[src/rtl/usbft_pkg.sv]
package usbft_pkg;
  typedef enum logic {
    SEL_BASE = 1'b0,
    SEL_TRIM = 1'b1
  } wr_sel_e;
endpackage

[src/rtl/usbft_regs.sv]
module usbft_regs #(
  parameter int ADDR_W     = 32,
  parameter int ALIGN_BITS = 12,
  parameter int TRIM_W     = 7,
  parameter int TRIM_RST   = 64
) (
  input  logic                       clk,
  input  logic                       rst_n,
  input  logic                       ctrl_rst,
  input  logic                       wr_en,
  input  usbft_pkg::wr_sel_e         wr_sel,
  input  logic [ADDR_W-1:0]          wr_data,
  output logic [ADDR_W-ALIGN_BITS-1:0] base_hi_o,
  output logic [TRIM_W-1:0]          trim_o
);
  import usbft_pkg::*;
  localparam int HI_W = ADDR_W - ALIGN_BITS;

  logic [HI_W-1:0]   base_q, base_d;
  logic [TRIM_W-1:0] trim_q, trim_d;

  always_comb begin
    base_d = base_q;
    trim_d = trim_q;
    if (ctrl_rst) begin
      base_d = '0;
      trim_d = TRIM_W'(TRIM_RST);
    end else if (wr_en) begin
      if (wr_sel == SEL_BASE) base_d = wr_data[ADDR_W-1:ALIGN_BITS];
      else                    trim_d = wr_data[TRIM_W-1:0];
    end
  end

  always_ff @(posedge clk or negedge rst_n) begin
    if (!rst_n) begin
      base_q <= '0;
      trim_q <= TRIM_W'(TRIM_RST);
    end else begin
      base_q <= base_d;
      trim_q <= trim_d;
    end
  end

  assign base_hi_o = base_q;
  assign trim_o    = trim_q;

  assert_trim_write_R3: assert property (@(posedge clk) disable iff (!rst_n)
    (wr_en && wr_sel == SEL_TRIM && !ctrl_rst) |=> trim_q == $past(wr_data[TRIM_W-1:0]));

  assert_base_write_R9: assert property (@(posedge clk) disable iff (!rst_n)
    (wr_en && wr_sel == SEL_BASE && !ctrl_rst) |=> base_q == $past(wr_data[ADDR_W-1:ALIGN_BITS]));

  assert_ctrl_rst_R10: assert property (@(posedge clk) disable iff (!rst_n)
    ctrl_rst |=> (trim_q == TRIM_W'(TRIM_RST) && base_q == '0));
endmodule

[src/rtl/usbft_timer.sv]
module usbft_timer #(
  parameter int BASE_LEN = 11936,
  parameter int TRIM_W   = 7,
  parameter int TRIM_RST = 64
) (
  input  logic              clk,
  input  logic              rst_n,
  input  logic              ctrl_rst,
  input  logic              run,
  input  logic              tick,
  input  logic [TRIM_W-1:0] trim_i,
  output logic              sof_o
);
  localparam int MAX_LEN = BASE_LEN + (1 << TRIM_W) - 1;
  localparam int CNT_W   = $clog2(MAX_LEN + 1);

  logic [CNT_W-1:0] cnt_q, cnt_d, reload;
  logic             run_q, run_d;
  logic             rise, sof;

  assign reload = CNT_W'(BASE_LEN - 1) + CNT_W'(trim_i);
  assign rise   = run && !run_q;
  assign sof    = run && run_q && tick && (cnt_q == '0) && !ctrl_rst;

  always_comb begin
    cnt_d = cnt_q;
    run_d = run;
    if (ctrl_rst) begin
      cnt_d = CNT_W'(BASE_LEN + TRIM_RST - 1);
      run_d = 1'b0;
    end else if (rise) begin
      cnt_d = reload;
    end else if (run && tick) begin
      if (cnt_q == '0) cnt_d = reload;
      else             cnt_d = cnt_q - 1'b1;
    end
  end

  always_ff @(posedge clk or negedge rst_n) begin
    if (!rst_n) begin
      cnt_q <= CNT_W'(BASE_LEN + TRIM_RST - 1);
      run_q <= 1'b0;
    end else begin
      cnt_q <= cnt_d;
      run_q <= run_d;
    end
  end

  assign sof_o = sof;

  assert_reload_R1: assert property (@(posedge clk) disable iff (!rst_n)
    sof |=> cnt_q == CNT_W'(BASE_LEN - 1) + CNT_W'($past(trim_i)));

  assert_cnt_range_R1: assert property (@(posedge clk) disable iff (!rst_n)
    cnt_q <= CNT_W'(MAX_LEN - 1));

  assert_single_pulse_R5: assert property (@(posedge clk) disable iff (!rst_n)
    sof |=> !sof);

  assert_hold_R6: assert property (@(posedge clk) disable iff (!rst_n)
    (!run && !ctrl_rst) |=> $stable(cnt_q));
endmodule

[src/rtl/usbft_frame_ctr.sv]
module usbft_frame_ctr #(
  parameter int ADDR_W     = 32,
  parameter int ALIGN_BITS = 12,
  parameter int FRAME_W    = 11,
  parameter int INDEX_W    = 10
) (
  input  logic                          clk,
  input  logic                          rst_n,
  input  logic                          ctrl_rst,
  input  logic                          sof_i,
  input  logic [ADDR_W-ALIGN_BITS-1:0]  base_hi_i,
  output logic [FRAME_W-1:0]            frame_o,
  output logic [ADDR_W-1:0]             addr_o
);
  localparam int ENTRY_LSB = ALIGN_BITS - INDEX_W;

  logic [FRAME_W-1:0] frame_q, frame_d;

  always_comb begin
    frame_d = frame_q;
    if (ctrl_rst)   frame_d = '0;
    else if (sof_i) frame_d = frame_q + 1'b1;
  end

  always_ff @(posedge clk or negedge rst_n) begin
    if (!rst_n) frame_q <= '0;
    else        frame_q <= frame_d;
  end

  assign frame_o = frame_q;

  generate
    if (ENTRY_LSB > 0) begin : g_dword
      assign addr_o = {base_hi_i, frame_q[INDEX_W-1:0], {ENTRY_LSB{1'b0}}};
    end else begin : g_packed
      assign addr_o = {base_hi_i, frame_q[INDEX_W-1:0]};
    end
  endgenerate

  assert_step_R7: assert property (@(posedge clk) disable iff (!rst_n)
    (sof_i && !ctrl_rst) |=> frame_q == $past(frame_q) + 1'b1);

  assert_hold_R7: assert property (@(posedge clk) disable iff (!rst_n)
    (!sof_i && !ctrl_rst) |=> $stable(frame_q));
endmodule

[src/rtl/usb_frame_timer.sv]
module usb_frame_timer #(
  parameter int ADDR_W     = 32,
  parameter int ALIGN_BITS = 12,
  parameter int FRAME_W    = 11,
  parameter int INDEX_W    = 10,
  parameter int TRIM_W     = 7,
  parameter int TRIM_RST   = 64,
  parameter int BASE_LEN   = 11936
) (
  input  logic              clk,
  input  logic              rst_n,
  input  logic              ctrl_rst,
  input  logic              run,
  input  logic              tick,
  input  logic              wr_en,
  input  logic              wr_sel,
  input  logic [ADDR_W-1:0] wr_data,
  output logic [ADDR_W-1:0] base_rd,
  output logic [TRIM_W:0]   trim_rd,
  output logic              sof,
  output logic [FRAME_W-1:0] frame_num,
  output logic [ADDR_W-1:0] entry_addr
);
  import usbft_pkg::*;
  localparam int HI_W = ADDR_W - ALIGN_BITS;

  logic [1:0]        rst_sync_q;
  logic              rst_int_n;
  logic [HI_W-1:0]   base_hi;
  logic [TRIM_W-1:0] trim;
  logic              sof_w;

  always_ff @(posedge clk or negedge rst_n) begin
    if (!rst_n) rst_sync_q <= 2'b00;
    else        rst_sync_q <= {rst_sync_q[0], 1'b1};
  end
  assign rst_int_n = rst_sync_q[1];

  usbft_regs #(
    .ADDR_W(ADDR_W), .ALIGN_BITS(ALIGN_BITS), .TRIM_W(TRIM_W), .TRIM_RST(TRIM_RST)
  ) u_regs (
    .clk(clk), .rst_n(rst_int_n), .ctrl_rst(ctrl_rst), .wr_en(wr_en),
    .wr_sel(wr_sel_e'(wr_sel)), .wr_data(wr_data),
    .base_hi_o(base_hi), .trim_o(trim)
  );

  usbft_timer #(
    .BASE_LEN(BASE_LEN), .TRIM_W(TRIM_W), .TRIM_RST(TRIM_RST)
  ) u_timer (
    .clk(clk), .rst_n(rst_int_n), .ctrl_rst(ctrl_rst), .run(run), .tick(tick),
    .trim_i(trim), .sof_o(sof_w)
  );

  usbft_frame_ctr #(
    .ADDR_W(ADDR_W), .ALIGN_BITS(ALIGN_BITS), .FRAME_W(FRAME_W), .INDEX_W(INDEX_W)
  ) u_frame (
    .clk(clk), .rst_n(rst_int_n), .ctrl_rst(ctrl_rst), .sof_i(sof_w),
    .base_hi_i(base_hi), .frame_o(frame_num), .addr_o(entry_addr)
  );

  assign base_rd = {base_hi, {ALIGN_BITS{1'b0}}};
  assign trim_rd = {1'b0, trim};
  assign sof     = sof_w;

  assert_sof_gated_R5: assert property (@(posedge clk) disable iff (!rst_int_n)
    sof |-> (run && tick && !ctrl_rst && $past(run)));
endmodule

[config.mk]
export PLATFORM = sky130hd
export DESIGN_NAME = usb_frame_timer
export DESIGN_NICKNAME = d
export VERILOG_FILES = /design/src/rtl/usbft_pkg.sv /design/src/rtl/usbft_regs.sv /design/src/rtl/usbft_timer.sv /design/src/rtl/usbft_frame_ctr.sv /design/src/rtl/usb_frame_timer.sv
export SDC_FILE = /design/constraint.sdc
export NUM_CORES = 1
export LEC_CHECK = 0
export CAP_MARGIN = 30
export CORE_MARGIN = 5
export CORE_UTILIZATION = 44
export DETAILED_ROUTE_END_ITERATION = 8
export PLACE_DENSITY_LB_ADDON = 0.25
export SLEW_MARGIN = 20
export SYNTH_ARGS = -nofsm -noshare
export SYNTH_HDL_FRONTEND = slang
export SYNTH_SLANG_ARGS = --single-unit
[constraint.sdc]
create_clock -name clk -period 2.68 [get_ports clk]
set_input_delay 0.268 -clock clk [delete_from_list [all_inputs] [get_ports clk]]
set_output_delay 0.268 -clock clk [all_outputs]
set_load 0.01 [all_outputs]
### Word-level counts from Yosys, hierarchy flattened

Cells that the tools add are included.

| operators by class | value |
|---|---|
| multiplexer cells | 13 |
| add/sub/neg operators | 3 |
| reductions and logical operators | 15 |
| equal/unequal tests | 1 |

Operators with widths:

| operator | count |
|---|---|
| $mux 20 | 3 |
| $mux 14 | 4 |
| $mux 11 | 2 |
| $mux 7 | 3 |
| $add 14x7->14 const A | 1 |
| $logic_not 14->1 | 1 |
| $sub 14x1->14 const B | 1 |
| $add 11x1->11 const B | 1 |
| $logic_and 1x1->1 | 6 |
| $reduce_bool 2->1 | 3 |
| $reduce_and 2->1 | 2 |
| $reduce_bool 3->1 | 1 |
| $logic_not 1->1 | 2 |
| $ne 2x2->1 const B | 1 |
| $mux 1 | 1 |

| word-level totals | value |
|---|---|
| logic and storage cells | 38 |
| register bits after elaboration | 55 |

### Longest topological paths before layout

Gate-level depths: netlist of run 1.

| depth | value |
|---|---|
| word-level depth | 6 |
| mapped depth | 8 |

### Modules after synthesis

A second synthesis of run 1 with hierarchy kept.

| second synthesis, totals | value |
|---|---|
| cell total of the unflattened synthesis | 362 |
| area, all modules | 3540.9 um^2 |

Modules (own cells, without submodules):

| module | cells each | times used | area each (um^2) |
|---|---|---|---|
| usbft_regs | 122 | 1 | 1362.6 |
| usbft_timer | 136 | 1 | 1222.4 |
| usbft_frame_ctr | 87 | 1 | 800.8 |
| usb_frame_timer | 17 | 1 | 155.1 |

### Worst setup path after synthesis of run 1

No wires, ideal clock.

| path | value |
|---|---|
| kind | flip-flop to output port |
| start point | register u_timer.cnt_q[0] |
| end point | output port sof |
| data required time | 2.412 ns |
| slack | 0.465 ns |
| arrival | 1.947 ns |
| stages on the path, launching flop included | 8 |
| path through | dfstp_2 inv_1 ha_1 or4b_1 nor4_4 clkbuf_1 nand2_1 nor2_1 |

| between the ends | value |
|---|---|
| word-level cells in the longest chain between the ends | 3 |

Ends and longest elaborated chain:

| what | RTL line | RTL |
|---|---|---|
| start: declaration | usbft_timer.sv:17 | `logic [CNT_W-1:0] cnt_q, cnt_d, reload;` |
| start signal: assignment | usbft_timer.sv:41 | `cnt_q <= CNT_W'(BASE_LEN + TRIM_RST - 1);` |
| start signal: assignment | usbft_timer.sv:44 | `cnt_q <= cnt_d;` |
| $logic_not 14->1 | usbft_timer.sv:23 | `assign sof = run && run_q && tick && (cnt_q == '0) && !ctrl_rst;` |
| $logic_and 1x1->1 (2 in series) | usbft_timer.sv:23 |  |
| end: declaration | usb_frame_timer.sv:20 | `output logic sof,` |

Every way passes these cells.

### Worst setup path after layout of run 1

| path | value |
|---|---|
| start point | register u_timer.cnt_q[5] |
| end point | register u_timer.cnt_q[11] |

| between the ends | value |
|---|---|
| word-level cells in the longest chain between the ends | 5 |
| elaborated cells on any way between the ends | 6 |
| those cells by class | add/sub (1); mux (4); reduce/logical (1) |

Ends and longest elaborated chain:

| what | RTL line | RTL |
|---|---|---|
| $sub 14x1->14 / $logic_not 14->1 (equally long branches) | usbft_timer.sv:35, usbft_timer.sv:34 |  |
| $mux 14 * | usbft_timer.sv:34 | `if (cnt_q == '0) cnt_d = reload;` |
| $mux 14 * | usbft_timer.sv:33 | `end else if (run && tick) begin` |
| $mux 14 * | usbft_timer.sv:31 | `end else if (rise) begin` |
| $mux 14 * | usbft_timer.sv:28 | `if (ctrl_rst) begin` |

Every way passes the cells marked *; elsewhere a longest branch is shown, timed or not. The select of a mux whose other input is x is not followed.
A chain may end at the register's enable or synchronous reset.

==> qor.txt, run 1 <==
Leakage power = 1.71 nW
Pin count of the biggest net entering global routing = 29
Ys Warns = 0
Total half-perimeter wirelength after legalization and detailed placement = 5.68 mm
Aggregate global routing overflow = 0
Die extent in x = 93.5 um
Arrival @ worst endpoint = 2.73 ns
Type of the setup path with the least slack = reg2reg
GPL Wtd Cong = 0.883
Unrepaired setup endpoints after global routing = false
Smallest hold slack = 0.112 ns
DR iter-0 viols = 98
Final Hold Vio Count = 0
Max FO, Critical Path = 5
P&R area growth vs syn = 32.8%
Number of placement rows = 30
Worst skew pair latency = 0.31 ns
Number of I/O port buffers = 102
Area of the core = 0.00679 mm2
Avg Vias per Cell = 5.20
Most common cell after layout, fill and taps aside = sky130_fd_sc_hd__clkdlybuf4s50_1
Master cell of the clock root buffer = sky130_fd_sc_hd__clkbuf_8
Area enclosed by the die boundary = 0.00875 mm2
Cell Pwr Density = 406 mW/mm2
Nets = 429
Number of instances in the placed design = 476
Max H-tree Level = 2
Starting utilization of the core area = 45.2%
Crit path launch type = register
Most frequent cells in the layout = 101 x sky130_fd_sc_hd__clkdlybuf4s50_1, 42 x sky130_fd_sc_hd__dfrtp_1, 20 x sky130_fd_sc_hd__a22o_1, 19 x sky130_fd_sc_hd__nor2_1, 17 x sky130_fd_sc_hd__a21oi_1
Register area share after synthesis = 45.3%
Most used flip-flop cell after synthesis = sky130_fd_sc_hd__dfrtp_1
Total number of vias = 2518
Number of distinct library cell variants in the gate-level netlist after synthesis = 50
Number of enable flip-flop cells after synthesis = 0
Slew Limit Fails = 0
Post-Syn Instances = 312
Largest stage delay, worst path = 0.61 ns
Maximum operating frequency = 0.399 GHz
First-pass GRT wire length = 12.6 mm
Maximum capacitance violations = 0
Worst vdd ir = 269 uV
Antenna fix cells = 0
Number of DRC violations after detailed routing = 0
Status = finished clean
Library cell contributing the largest single delay on the critical path = sky130_fd_sc_hd__or4_1
Setup Total Neg Slack = 0 ns
Final worst-path cycle share = 93.5%
Routed wire length per instance = 15.4 um
Ordered cell list for the critical path = or4_1, buf_4, nor4_1, o211ai_1, o31a_1, or3b_1
Number of clock buffers inserted by TritonCTS = 5
Minimum setup slack among reg-to-reg paths = 0.17 ns
Global routing usage summed across all routing layers = 17.8%
Utilization of the core after routing = 60.0%
Number of antenna violations at the first check in global routing = 0
Number of top-level pins = 123
Via count of the first global-routing pass = 2575
TritonCTS clock tree = yes
Number of search-and-repair iterations in the first detailed-routing pass = 4
Antenna-violating nets left = 0
Synth Cell Area = 0.00307 mm2
Synthesized area per cell = 9.84 um2
Final Instance Count excl. Fillers = 484
Worst Path Required = 2.90 ns
Clk sinks = 55
Endpoint type of the worst setup path = register
Register clock-pin slew on the reported worst setup and hold paths = 0.10 ns
Y dimension of the die = 93.5 um
Drt total wl = 7.46 mm
Kind of path behind the tightest hold check = in2async
Ys async rst share = 100%
Worst Skew = 0.0148 ns
Clock buffer depth = 2
Flops & latches, synth = 55
Minimum period implied by the final worst setup slack = 2.51 ns
Share of post-route cells with drive strength above 1 = 11.3%
Final setup violating endpoints = 0
## layout make-up
cell class / count / area, um2
fill: 585 / 2720
sequential: 55 / 1390
multi-input combinational: 202 / 1310
timing repair buffer: 116 / 1140
tap: 96 / 120
clock buffer: 5 / 68.8
inverter: 7 / 26.3
clock inverter: 3 / 22.5
## logic make-up after synthesis
kind of cell    share of synthesized area, %
simple gates                            18.6
compound gates                          14.1
fa+ha+maj                               1.22
flops                                   45.3
xor+xnor                                4.28
other cells                            0.245
mux                                     2.04
buf+inv                                 14.1
## path summary, 6_finish.rpt
check | start | endpoint | cells after the start
max reg2reg | u_timer.cnt_q[5] | u_timer.cnt_q[11] | 6
min reg2reg | rst_sync_q[1] | u_regs.base_hi_o[16] | 0
max | u_timer.cnt_q[5] | u_timer.cnt_q[11] | 6
min in group clk | rst_sync_q[0] | rst_sync_q[1] | 0
min | rst_n | rst_sync_q[0] | 1
max in group asynchronous | rst_sync_q[1] | u_timer.cnt_q[11] | 2
## metrics by stage
| step | area (um2) | power [mW] | setup slack, ns |
|---|---|---|---|
| 3_5_place_dp | 3980 | 1.21 | 0.203 |
| 4_1_cts | 4080 | 1.68 | 0.172 |
| 2_1_floorplan | 3120 | 1.08 | 0.465 |
| 5_1_grt | 4080 | 1.75 | 0.0209 |
| 6_report | 4080 | 1.66 | 0.175 |
| 3_3_place_gp | 3960 | 1.20 | 0.222 |
## metal layers
layer | track usage [%] | vias up | routed length, um
met2 | 28.5 | 103 | 3560
met5 | 0 | - | 0
met3 | 6.03 | 7 | 572
li1 | - | 1197 | -
met1 | 23.1 | 1211 | 3260
met4 | 4.15 | 0 | 65
## critical path, delay by kind of cell, from the launching register on
| family | cells | cell delay (ns) |
|---|---|---|
| flops | 1 | 0.41 |
| buf+inv | 1 | 0.19 |
| simple gates | 3 | 1.31 |
| compound gates | 2 | 0.51 |
## registers in the layout, indices dropped and copies added, names as in the netlist
signal / flops
u_timer.run_q: 1
u_regs.base_hi_o: 20
u_timer.cnt_q: 14
rst_sync_q: 2
u_frame.frame_o: 11
u_regs.trim_o: 7
## power breakdown
group	leakage, nW	internal [mW]	switching, mW	total (mW)
clock network	0.0485	0.188	0.272	0.459
logic	0.950	0.156	0.133	0.289
registers	0.710	0.866	0.0407	0.907
## synth_stat cells (all sizes together) (2+ instances only)
master / count / area [um2]
a21oi: 17 / 85.1
nand4: 8 / 50.1
and4: 2 / 17.5
or3b: 2 / 17.5
nor3b: 3 / 22.5
dfrtp: 43 / 1080
conb: 2 / 7.51
o211ai: 2 / 15.0
ha: 3 / 37.5
nor2b: 3 / 18.8
nor4b: 2 / 17.5
buf: 50 / 363
nand2: 17 / 63.8
o31a: 2 / 17.5
or3: 2 / 12.5
inv: 7 / 26.3
o31ai: 2 / 15.0
xor2: 11 / 96.3
or4b: 2 / 20.0
and2: 3 / 18.8
o21ai: 10 / 50.0
mux2: 2 / 22.5
a311oi: 2 / 17.5
nor4: 7 / 58.8
mux2i: 4 / 40.0
nor2: 19 / 71.3
dfstp: 12 / 315
or4: 5 / 41.3
nand2b: 5 / 31.3
a22o: 20 / 175
nor3: 6 / 30.0
nand3: 8 / 40.0
xnor2: 4 / 35.0
clkbuf: 12 / 45.0
and3: 5 / 31.3
## timing repair
| action | CTS | global route |
|---|---|---|
| setup endpoints to repair | 1 | 0 |
| hold buffers | 0 | 0 |
| buffers inserted | 0 | 0 |
| gates resized for setup | 3 | 0 |
No activity file was read; power rests on OpenSTA's default activity.
==> inputs of run 2 (changes only) <==
--- a/config.mk
+++ b/config.mk
@@ -5,10 +5,13 @@
 export SDC_FILE = /design/constraint.sdc
 export NUM_CORES = 1
 export LEC_CHECK = 0
+export ABC_AREA = 0
 export CAP_MARGIN = 30
 export CORE_MARGIN = 5
 export CORE_UTILIZATION = 44
+export CTS_CLUSTER_SIZE = 10
 export DETAILED_ROUTE_END_ITERATION = 8
+export HOLD_SLACK_MARGIN = 0.05
 export PLACE_DENSITY_LB_ADDON = 0.25
 export SLEW_MARGIN = 20
 export SYNTH_ARGS = -nofsm -noshare
==> results of run 2 <==
Same layout as run 1: the final DEF is identical, and so are final timing and power.
